[src/rtl/spk_syn_pkg.sv]
package spk_syn_pkg;

  localparam int DEF_SYN   = 4;
  localparam int DEF_WIDTH = 6;
  localparam int DEF_SYNC  = 2;

  // Width that holds the exact sum of n signed w-bit terms plus headroom.
  function automatic int sum_width(input int n, input int w);
    return w + $clog2(n) + 1;
  endfunction

  function automatic int addr_width(input int n);
    return (n > 1) ? $clog2(n) : 1;
  endfunction

endpackage

[src/rtl/spk_edge_sync.sv]
module spk_edge_sync #(
  parameter int STAGES = 2
) (
  input  logic clk,
  input  logic rst_n,
  input  logic async_in,
  output logic rise_o
);

  logic [STAGES-1:0] sync_q, sync_d;
  logic              prev_q, prev_d;

  always_comb begin
    sync_d[0] = async_in;
    for (int k = 1; k < STAGES; k++) begin
      sync_d[k] = sync_q[k-1];
    end
    prev_d = sync_q[STAGES-1];
  end

  always_ff @(posedge clk or negedge rst_n) begin
    if (!rst_n) begin
      sync_q <= '0;
      prev_q <= 1'b0;
    end else begin
      sync_q <= sync_d;
      prev_q <= prev_d;
    end
  end

  // Leading edge of the synchronised level: one cycle wide per low-to-high change.
  assign rise_o = sync_q[STAGES-1] & ~prev_q;

endmodule

[src/rtl/spk_syn_slot.sv]
module spk_syn_slot #(
  parameter int W_WIDTH     = 6,
  parameter int SYNC_STAGES = 2
) (
  input  logic               clk,
  input  logic               rst_n,
  input  logic               spike_async,
  input  logic               wr_sel,
  input  logic [W_WIDTH-1:0] wr_data,
  output logic [W_WIDTH-1:0] weight_o,
  output logic               pending_o,
  output logic               rise_o,
  output logic [W_WIDTH-1:0] contrib_o
);

  logic               rise;
  logic               pending_q, pending_d;
  logic [W_WIDTH-1:0] weight_q;

  spk_edge_sync #(
    .STAGES(SYNC_STAGES)
  ) u_sync (
    .clk     (clk),
    .rst_n   (rst_n),
    .async_in(spike_async),
    .rise_o  (rise)
  );

  // The output register consumes the pending event on every edge. A new
  // leading edge in that same cycle re-arms the flag. A level held high yields
  // only one leading edge, so it merges into a single event.
  always_comb begin
    pending_d = rise;
  end

  always_ff @(posedge clk or negedge rst_n) begin
    if (!rst_n) begin
      pending_q <= 1'b0;
    end else begin
      pending_q <= pending_d;
    end
  end

  // Weight storage: loaded only through the write port, kept across reset.
  always_ff @(posedge clk) begin
    if (wr_sel) begin
      weight_q <= wr_data;
    end
  end

  assign contrib_o = pending_q ? weight_q : '0;
  assign weight_o  = weight_q;
  assign pending_o = pending_q;
  assign rise_o    = rise;

endmodule

[src/rtl/spk_sat_sum.sv]
module spk_sat_sum #(
  parameter int N_SYN   = 4,
  parameter int W_WIDTH = 6,
  parameter int SUM_W   = 9
) (
  input  logic [N_SYN*W_WIDTH-1:0] contrib_flat,
  output logic signed [SUM_W-1:0]  raw_sum,
  output logic signed [W_WIDTH-1:0] sat_sum
);

  localparam logic signed [SUM_W-1:0] HI = SUM_W'((2 ** (W_WIDTH - 1)) - 1);
  localparam logic signed [SUM_W-1:0] LO = SUM_W'(-(2 ** (W_WIDTH - 1)));

  logic signed [SUM_W-1:0] ext [N_SYN];

  for (genvar i = 0; i < N_SYN; i++) begin : g_ext
    assign ext[i] = SUM_W'($signed(contrib_flat[i*W_WIDTH +: W_WIDTH]));
  end

  always_comb begin
    raw_sum = '0;
    for (int i = 0; i < N_SYN; i++) begin
      raw_sum = raw_sum + ext[i];
    end
  end

  always_comb begin
    if (raw_sum > HI) begin
      sat_sum = HI[W_WIDTH-1:0];
    end else if (raw_sum < LO) begin
      sat_sum = LO[W_WIDTH-1:0];
    end else begin
      sat_sum = raw_sum[W_WIDTH-1:0];
    end
  end

endmodule

[src/rtl/spk_syn_sum.sv]
module spk_syn_sum
  import spk_syn_pkg::*;
#(
  parameter int N_SYN       = DEF_SYN,
  parameter int W_WIDTH     = DEF_WIDTH,
  parameter int SYNC_STAGES = DEF_SYNC,
  localparam int ADDR_W     = addr_width(N_SYN)
) (
  input  logic                      clk,
  input  logic                      rst_n,
  input  logic [N_SYN-1:0]          spike_in,
  input  logic                      wr_en,
  input  logic [ADDR_W-1:0]         wr_addr,
  input  logic [W_WIDTH-1:0]        wr_data,
  output logic signed [W_WIDTH-1:0] sum_out
);

  localparam int SUM_W = sum_width(N_SYN, W_WIDTH);

  logic [N_SYN*W_WIDTH-1:0] weight_flat;
  logic [N_SYN*W_WIDTH-1:0] contrib_flat;
  logic [N_SYN-1:0]         pending_vec;
  logic [N_SYN-1:0]         rise_vec;
  logic [N_SYN-1:0]         wr_sel;
  logic signed [SUM_W-1:0]  raw_sum;
  logic signed [W_WIDTH-1:0] sat_sum;
  logic signed [W_WIDTH-1:0] sum_q, sum_d;

  for (genvar i = 0; i < N_SYN; i++) begin : g_slot
    assign wr_sel[i] = wr_en && (wr_addr == ADDR_W'(i));

    spk_syn_slot #(
      .W_WIDTH    (W_WIDTH),
      .SYNC_STAGES(SYNC_STAGES)
    ) u_slot (
      .clk        (clk),
      .rst_n      (rst_n),
      .spike_async(spike_in[i]),
      .wr_sel     (wr_sel[i]),
      .wr_data    (wr_data),
      .weight_o   (weight_flat[i*W_WIDTH +: W_WIDTH]),
      .pending_o  (pending_vec[i]),
      .rise_o     (rise_vec[i]),
      .contrib_o  (contrib_flat[i*W_WIDTH +: W_WIDTH])
    );
  end

  spk_sat_sum #(
    .N_SYN  (N_SYN),
    .W_WIDTH(W_WIDTH),
    .SUM_W  (SUM_W)
  ) u_sum (
    .contrib_flat(contrib_flat),
    .raw_sum     (raw_sum),
    .sat_sum     (sat_sum)
  );

  // Soma-side sample of the summing node.
  always_comb begin
    sum_d = sat_sum;
  end

  always_ff @(posedge clk or negedge rst_n) begin
    if (!rst_n) begin
      sum_q <= '0;
    end else begin
      sum_q <= sum_d;
    end
  end

  assign sum_out = sum_q;

endmodule

[config.mk]
export PLATFORM = sky130hd
export DESIGN_NAME = spk_syn_sum
export DESIGN_NICKNAME = d
export VERILOG_FILES = /design/src/rtl/spk_syn_pkg.sv /design/src/rtl/spk_edge_sync.sv /design/src/rtl/spk_syn_slot.sv /design/src/rtl/spk_sat_sum.sv /design/src/rtl/spk_syn_sum.sv
export SDC_FILE = /design/constraint.sdc
export NUM_CORES = 1
export LEC_CHECK = 0
export ABC_AREA = 0
export BUFFER_PORTS_ARGS = -buffer_cell sky130_fd_sc_hd__buf_4
export CORE_UTILIZATION = 63
export DETAILED_ROUTE_END_ITERATION = 7
export GPL_TIMING_DRIVEN = 0
export PLACE_DENSITY = 0.86
export SETUP_SLACK_MARGIN = 0.2
export SLEW_MARGIN = 20
export SYNTH_ARGS = -nofsm -noshare
export SYNTH_HDL_FRONTEND = slang
export SYNTH_SLANG_ARGS = --single-unit
[constraint.sdc]
create_clock -name clk -period 10 [get_ports clk]
set_clock_uncertainty 0.1 [all_clocks]
set_input_delay 0 -clock clk [delete_from_list [all_inputs] [get_ports clk]]
set_output_delay 0 -clock clk [all_outputs]
set_load 0.005 [all_outputs]
==> out/metrics.cfg, run 1 <==
[hold_path]
hp-class=in2reg

[detailed_routing]
ant_nets=0
vias=1427
drtIter0Drc=77
wl_per_cell_um=16.46
vias_per_cell=5.488
drc=0
drt_wl_total_um=4279
firstDrtPassIters=4
wl_met1_um=1623
wl_met2_um=2418
highest_layer=met4
wl_met3_um=104

[global_routing]
grt_pass1_wl_um=6762
grt_overflow=0
antenna_found_initial=0
gr-usage-all-layers_pct=26.36
grt_pass1_vias=1509
grt_max_degree=23

[logic_synthesis]
synth_top_area_share_pct=32.02
syn_nets=210
yosysWarningCount=0
synth_area_sq_mm=0.002251
synthFlopType=edfxtp_1
synth_edf_count=24
ys_async_sr_fraction_pct=47.83
synth_common_cells=edfxtp_1, dfrtp_1, and2_1
ys_seq_area_share_pct=56.48
postSynthAreaPerCell_sq_um=13.09
synth_top_area_cell=edfxtp_1
synth.distinct_cells=37
yosys-top-cells-area=edfxtp_1, dfrtp_1, ha_1, fa_1, and2_1
postSynthCellCount=172
ys_ff_latch=46
yosysMostFrequentCell=edfxtp_1

[final_layout]
drive_above_1_share_pct=16.82
area_growth_pct=18.84
n_antenna_cell=0
final_nets=251
post-route-util_pct=78.92

[floorplanning]
rows=21
chipWidth_um=61.78
die_h_um=61.78
core_area_sq_mm=0.003390
die_area_sq_mm=0.003816
initial_core_util_pct=66.41
pin_count=21

[run_status]
status=finished clean

[pwr]
power_density_mw_per_mm2=156.6
vdd_drop_max_mv=0.1290
total_power_w=0.0004190
p_leak_nw=1.180

[clock_network]
cts_tree=yes
cts_buffers=5
path_clk_slew_ns=0.13
postCtsSetupBuffers=0
cts.htree.levels=2
clockBufferDepth=2
cts_hold_buf=14
insertion_delay_ns=0.35
ctsResizeCount=0
cts_sinks=46
root_buffer=clkbuf_4

[timing]
rsz0062_at_grt=no
hold_viol=0
slew_headroom_pct=57.82
period_needed_ns=3.990
tightest_slew_ns=0.6303
drv_slew=0
setup_viol=0
period_share_pct=39.90
fmax_ghz=0.2506
tns_ns=0

[worst_setup_path]
crit_path_end_kind=register
crit_path_start_kind=register
critPathKind=reg2reg
cp.arrival_ns=4.15
crit_path_max_fanout=6
required_ns=10.16

[placed_design]
io_buffers=20
hpwlAfterDp_um=2824
place.gp.congestion=0.7705

[run]
drv_cap=0

through the flow:
| stage | area [sq um] | cells | worst slack (ns) | hold slack (ns) |
|---|---|---|---|---|
| after CTS | 2680 | 260 | 6.013 | 0.02476 |
| after global routing | 2675 | 260 | 5.809 | 0.04490 |
| after global placement | 2459 | 238 | 6.133 | -0.2122 |
| final | 2675 | 260 | 6.010 | 0.06207 |
| after floorplan | 2251 | 172 | 6.386 | -0.3956 |
| after detailed placement | 2459 | 238 | 6.030 | -0.1970 |
cell families after synthesis:
group / after synthesis / synth area share [%]
simple gates: 52 / 13.29
compound gates: 28 / 8.505
fa+ha+maj: 23 / 15.45
flops: 46 / 56.48
xor+xnor: 9 / 3.502
mux: 1 / 0.6113
buf+inv: 13 / 2.168
layout by cell type (no fill, tap or decap), types with 5 or more instances in the layout:
cell type	count
edfxtp_1	24
inv_1	12
fa_1	8
a21oi_1	9
dlygate4sd3_1	13
xnor2_1	6
clkbuf_4	5
dfrtp_1	22
nor2b_1	5
and2_1	17
nand2_1	10
buf_4	20
ha_1	15
a21o_1	7
worst max-delay path, cell delays in order (launching register included):
cell	delay [ns]
dfrtp_1	0.48
and2_1	0.20
fa_1	0.49
ha_1	0.33
a21o_1	0.17
a21oi_1	0.22
o21bai_1	0.09
a21oi_1	0.19
xnor2_1	0.14
ha_1	0.24
clkbuf_1	0.17
xor2_1	0.19
or3_1	0.35
a211oi_2	0.23
nor3_2	0.11
a21o_1	0.18
sequential cells by signal (all words and copies together), names as in the netlist:
signal / flops
g_slot.u_slot.pending_o: 4
g_slot.u_slot.u_sync.prev_q: 4
g_slot.u_slot.u_sync.sync_q: 8
g_slot.u_slot.weight_o: 24
sum_out: 6
final timing paths:
path / start / to / slack, ns / cells past startpoint
min reg2reg: g_slot[2].u_slot.u_sync.sync_q[0] / g_slot[2].u_slot.u_sync.sync_q[1] / 0.27 / 0
max: g_slot[2].u_slot.pending_o / sum_out[4] / 6.01 / 15
min: wr_addr[1] / g_slot[2].u_slot.weight_o[4] / 0.06 / 3
max in group asynchronous: rst_n / g_slot[0].u_slot.pending_o / 9.32 / 3
max reg2reg: g_slot[2].u_slot.pending_o / sum_out[4] / 6.01 / 15
min in group asynchronous: rst_n / sum_out[1] / 0.13 / 3
per-layer routing:
metal / vias to the layer above / global-route usage (%)
met5: - / 0
met4: 0 / 10.16
met3: 13 / 6.625
met2: 37 / 50.08
met1: 697 / 27.84
li1: 680 / -
power breakdown:
part | leakage, nW | switching (W) | internal, W
clock | 0.0456 | 0.0000593 | 0.0000531
combinational | 0.655 | 0.0000423 | 0.0000427
sequential | 0.479 | 0.00000573 | 0.000216
total | 1.18 | 0.000107 | 0.000312
final cells by class:
type	count	area, sq um
sequential	46	1271
multi-input combinational	113	930.9
fill	217	714.4
timing repair buffer	34	285.3
tap	46	57.56
inverter	12	45.04
clock inverter	3	43.79
clock buffer	5	37.54
buffer	1	3.754
(Power assumes the default switching activity.)
==> inputs of run 2 (changes only) <==
--- a/config.mk
+++ b/config.mk
@@ -7,10 +7,10 @@
 export LEC_CHECK = 0
 export ABC_AREA = 0
 export BUFFER_PORTS_ARGS = -buffer_cell sky130_fd_sc_hd__buf_4
-export CORE_UTILIZATION = 63
+export CORE_UTILIZATION = 58
 export DETAILED_ROUTE_END_ITERATION = 7
 export GPL_TIMING_DRIVEN = 0
-export PLACE_DENSITY = 0.86
+export PLACE_DENSITY = 0.8
 export SETUP_SLACK_MARGIN = 0.2
 export SLEW_MARGIN = 20
 export SYNTH_ARGS = -nofsm -noshare
==> constraint.sdc (replaced) <==
create_clock -name clk -period 3.85 [get_ports clk]
set_clock_uncertainty 0.1 [all_clocks]
set_input_delay 0 -clock clk [delete_from_list [all_inputs] [get_ports clk]]
set_output_delay 0 -clock clk [all_outputs]
set_load 0.005 [all_outputs]
==> run 2 against run 1 <==
Effect of this change:
- global-route usage down 5.2 points
- critical path depth down 1
- critical path type unchanged
- largest power group unchanged
- core utilization down 3.8 points
- sequential power rose to 2.6 times the previous value
- highest routed layer unchanged
- via count down 3.9%
- cell area up 3.6%
- first-iteration DRC count down 3.9%
- flip-flop and latch count unchanged
==> out/metrics.cfg, run 2 (same netlist as run 1, synthesis figures left out) <==
[worst_setup_path]
required_ns=3.94
r2r_start=g_slot[0].u_slot.pending_o
crit_path_max_fanout=5
crit_path_end_kind=register
critPathKind=reg2reg
cp.arrival_ns=3.80
crit_path_start_kind=register
cp-startpoint=g_slot[0].u_slot.pending_o

[detailed_routing]
drc=0
drtIter0Drc=74
firstDrtPassIters=4
vias=1372
drt_wl_total_um=3707
ant_nets=0
vias_per_cell=5.177
wl_per_cell_um=13.99

[global_routing]
gr-usage-all-layers_pct=21.16
grt_overflow=0
grt_pass1_wl_um=6389
grt_max_degree=23
antenna_found_initial=0
grt_pass1_vias=1455

[clock_network]
root_buffer=clkbuf_8
clockBufferDepth=2
cts_sinks=46
insertion_delay_ns=0.29
cts_buffers=5
cts_tree=yes
path_clk_slew_ns=0.09
cts.htree.levels=2

[final_layout]
final_cell_mix=buf_4, edfxtp_1, dfrtp_1
fill_cells=238
drive_above_1_share_pct=23.04
n_antenna_cell=0
final_nets=254
final_area_sq_mm=0.002770
area_growth_pct=23.07
multi_input_area_sq_um=982.2
final_common_cell=buf_4
seq_area_sq_mm=0.001271
largest_register_ffs=24

[timing]
slew_headroom_pct=36.53
hold_viol=0
timing.hold.ws_ns=0.01803
period_share_pct=96.35
fmax_ghz=0.2696
drv_slew=0
tightest_slew_ns=0.9500
period_needed_ns=3.709
rsz0062_at_grt=yes
tns_ns=0
setup_viol=0
setup_ws_ns=0.1406

[pwr]
total_power_w=0.001110
power_density_mw_per_mm2=400.7
vdd_drop_max_mv=0.3867
p_leak_nw=1.203

[placed_design]
hpwlAfterDp_um=2682
io_buffers=20
pre_cts_slack_ns=-0.1056
dpl_cell_area_sq_mm=0.002461
place.gp.congestion=0.8150

[floorplanning]
chipWidth_um=64.30
die_area_sq_mm=0.004134
die_h_um=64.30
rows=22
core_area_sq_mm=0.003689
pin_count=21
initial_core_util_pct=61.02

[hold_path]
hp-class=in2async

[run]
drv_cap=0

[run_status]
status=finished clean

## run 2: changes by cell type in the layout (fill, tap and decap cells not counted), sizes merged
cell | before | now
clkbuf | 6 | 7
clkinv | 1 | 0
bufinv | 1 | 0
dlygate4sd3 | 13 | 11
buf | 21 | 27
## run 2: layer usage
layer,up-vias,part of all wire [%],track usage (%)
met5,-,0,0
met4,0,2.6,9.444
met1,647,41,24.45
met2,30,53,37.63
met3,11,2.8,4.286
li1,684,-,-
## run 2: worst max-delay path: stages (launching register included)
cell,delay [ns]
dfrtp_1,0.42
and2_1,0.19
fa_1,0.50
ha_2,0.22
fa_2,0.35
a21o_1,0.17
a21oi_2,0.14
xnor2_1,0.15
ha_2,0.30
or2_1,0.21
a31oi_1,0.19
a21oi_2,0.08
mux2i_4,0.26
o21ai_2,0.13
a21o_1,0.19
## run 2: cell type report
class / count / share of cell area (%)
clock buffers: 7 / 3.117
multi-input cells: 113 / 35.46
repair buffers: 37 / 11.02
inverters: 12 / 1.626
plain buffers: 1 / 0.4065
well taps: 48 / 2.168
flip-flops and latches: 46 / 45.89
clock inverters: 1 / 0.3162
## run 2: path summary, 6_finish.rpt
| path | endpoint | cells past startpoint | slack [ns] |
|---|---|---|---|
| worst max-delay path | sum_out[2] | 14 | 0.14 |
| worst min-delay path | sum_out[3] | 2 | 0.02 |
| worst max register to register | sum_out[2] | 14 | 0.14 |
| worst min register to register | g_slot[1].u_slot.u_sync.sync_q[1] | 0 | 0.25 |
| max in group asynchronous | g_slot[0].u_slot.u_sync.sync_q[1] | 2 | 3.41 |
| min in group clk | g_slot[0].u_slot.weight_o[1] | 2 | 0.04 |
## run 2: what timing repair did
action	4_1_cts	5_1_grt
setup endpoints to repair	5	5
pin swaps	9	0
setup buffers	6	0
endpoints found under the hold margin	50	0
gates resized for setup	10	6
hold buffers	11	0
## run 2: through the flow
| step | cells | utilization (%) |
|---|---|---|
| 2_1_floorplan | 172 | - |
| 3_3_place_gp | 240 | 66.72 |
| 3_5_place_dp | 240 | 66.72 |
| 4_1_cts | 265 | 74.46 |
| 5_1_grt | 265 | 75.10 |
| 6_report | 265 | 75.10 |
## run 2: report_power, final
part / total (W) / internal, W / switching [W] / leakage (nW)
logic: 0.000237 / 0.000125 / 0.000112 / 0.675
registers: 0.000574 / 0.000561 / 0.0000133 / 0.479
clock network: 0.000299 / 0.000148 / 0.000150 / 0.0489
==> inputs of run 3 (changes only) <==
--- a/config.mk
+++ b/config.mk
@@ -7,10 +7,10 @@
 export LEC_CHECK = 0
 export ABC_AREA = 0
 export BUFFER_PORTS_ARGS = -buffer_cell sky130_fd_sc_hd__buf_4
-export CORE_UTILIZATION = 58
+export CORE_UTILIZATION = 50
 export DETAILED_ROUTE_END_ITERATION = 7
 export GPL_TIMING_DRIVEN = 0
-export PLACE_DENSITY = 0.8
+export PLACE_DENSITY = 0.71
 export SETUP_SLACK_MARGIN = 0.2
 export SLEW_MARGIN = 20
 export SYNTH_ARGS = -nofsm -noshare
==> run 3 against run 2 <==
Effect of this change:
- via count increased by 3.9%
- worst hold slack got worse by 0.0019 ns
- die area rose by 15%
- critical path depth did not move
- flip-flop and latch count stayed put
- cell area grew 3.3%
- global-route usage fell by 3.3 points
==> out/metrics.cfg, run 3 (same netlist as run 1, synthesis figures left out) <==
[run_status]
status=finished clean

[clock_network]
cts_sinks=46
clockBufferDepth=2
cts.htree.levels=2
root_buffer=clkbuf_8
cts_tree=yes
cts_buffers=5
path_clk_slew_ns=0.08
insertion_delay_ns=0.30

[worst_setup_path]
required_ns=3.94
rrSetupSlack_ns=0.17
crit_path_end_kind=register
r2r_start=g_slot[1].u_slot.pending_o
cp-startpoint=g_slot[1].u_slot.pending_o
path_cells=and2_4 -> fa_1 -> buf_6 -> fa_2 -> a21o_1 -> a21oi_2 -> xnor2_1 -> ha_2 -> or2_1 -> a31oi_1 -> a21oi_2 -> mux2i_2 -> o21ai_2 -> a21o_1
crit_path_max_fanout=5
cp.arrival_ns=3.77
crit_path_start_kind=register
cpPeakStageDelay_ns=0.52
critPathSlowestCell=fa_1
critPathKind=reg2reg

[timing]
period_needed_ns=3.676
rsz0062_at_grt=yes
setup_viol=0
tightest_slew_ns=0.9732
tns_ns=0
hold_viol=0
period_share_pct=95.47
drv_slew=0
slew_headroom_pct=34.98
fmax_ghz=0.2721

[run]
drv_cap=0

[detailed_routing]
drc=0
firstDrtPassIters=4
drtIter0Drc=24
ant_nets=0
vias=1425
vias_per_cell=5.220
wl_per_cell_um=13.94
drt_wl_total_um=3805

[pwr]
p_leak_nw=1.240
vdd_drop_max_mv=0.2858
power_density_mw_per_mm2=406.6

[final_layout]
seq_area_sq_mm=0.001274
n_antenna_cell=0
fill_cells=315
final_common_cell=buf_4
final_area_sq_mm=0.002861
drive_above_1_share_pct=28.96
area_growth_pct=27.13
multi_input_area_sq_mm=0.001012
final_nets=258
final_cell_mix=buf_4, edfxtp_1, dfrtp_1
largest_register_ffs=24

[hold_path]
hp-class=in2async

[global_routing]
gr-usage-all-layers_pct=17.90
grt_overflow=0
grt_max_degree=23
grt_pass1_vias=1500
antenna_found_initial=0
grt_pass1_wl_um=6589

[placed_design]
hpwlAfterDp_um=2693
io_buffers=20
dpl_cell_area_sq_mm=0.002466
place.gp.congestion=0.7474

[floorplanning]
chipWidth_um=69.10
die_area_sq_mm=0.004774
core_area_sq_mm=0.004354
rows=24
initial_core_util_pct=51.70
pin_count=21
die_h_um=69.10

run 3: area by class of cell:
type | instances | share of cell area (%)
tap | 52 | 2.274
buffer | 1 | 0.4810
inverter | 12 | 1.574
timing repair buffer | 41 | 11.85
clock inverter | 2 | 0.6559
multi-input combinational | 113 | 35.37
clock buffer | 6 | 3.279
sequential | 46 | 44.51
run 3: critical path, delay by kind of cell (launching register included):
| kind | cells | cell delay [ns] |
|---|---|---|
| multiplexers | 1 | 0.31 |
| XOR/XNOR | 1 | 0.14 |
| buffers and inverters | 1 | 0.14 |
| adder cells (fa/ha/maj) | 3 | 1.20 |
| AO/OA/AOI/OAI | 6 | 0.88 |
| flip-flops | 1 | 0.44 |
| AND/OR/NAND/NOR | 2 | 0.36 |
run 3: worst paths after layout:
path                       cells after the start                                 to
max                                           14                         sum_out[2]
min                                            2                         sum_out[5]
max reg2reg                                   14                         sum_out[2]
min reg2reg                                    0  g_slot[1].u_slot.u_sync.sync_q[1]
max in group asynchronous                      2         g_slot[2].u_slot.pending_o
min in group clk                               2       g_slot[2].u_slot.weight_o[5]
run 3: timing repair:
item,CTS,global route
hold endpoints to repair,50,0
setup buffers,10,0
hold buffers,11,0
resized for setup,17,8
endpoints found under the setup margin,5,5
pin swaps,15,13
run 3: metal layers:
metal | global-route usage [%] | up-vias | wire length [um]
met5 | 0 | - | 0
met3 | 4.386 | 6 | 103
li1 | - | 695 | -
met1 | 20.56 | 699 | 1584
met4 | 7.029 | 0 | 68
met2 | 31.93 | 25 | 2048
run 3: power breakdown:
| group | total, W | switching [W] | internal, W |
|---|---|---|---|
| clock network | 0.000337 | 0.000166 | 0.000171 |
| registers | 0.000573 | 0.0000125 | 0.000561 |
| logic | 0.000253 | 0.000119 | 0.000134 |
| total | 0.00116 | 0.000297 | 0.000867 |
run 3: stage by stage:
stage          instances  total power, W  hold WS (ns)  utilization (%)  setup WS [ns]
2_1_floorplan        172       0.0007114       -0.3956                -         0.2357
3_3_place_gp         244       0.0007815       -0.2102            56.64       -0.03026
3_5_place_dp         244       0.0007903       -0.2037            56.64        -0.1157
4_1_cts              273        0.001162       0.01744            64.83         0.1561
5_1_grt              273        0.001225       0.02244            65.72     -0.0008731
6_report             273        0.001163       0.01608            65.72         0.1744
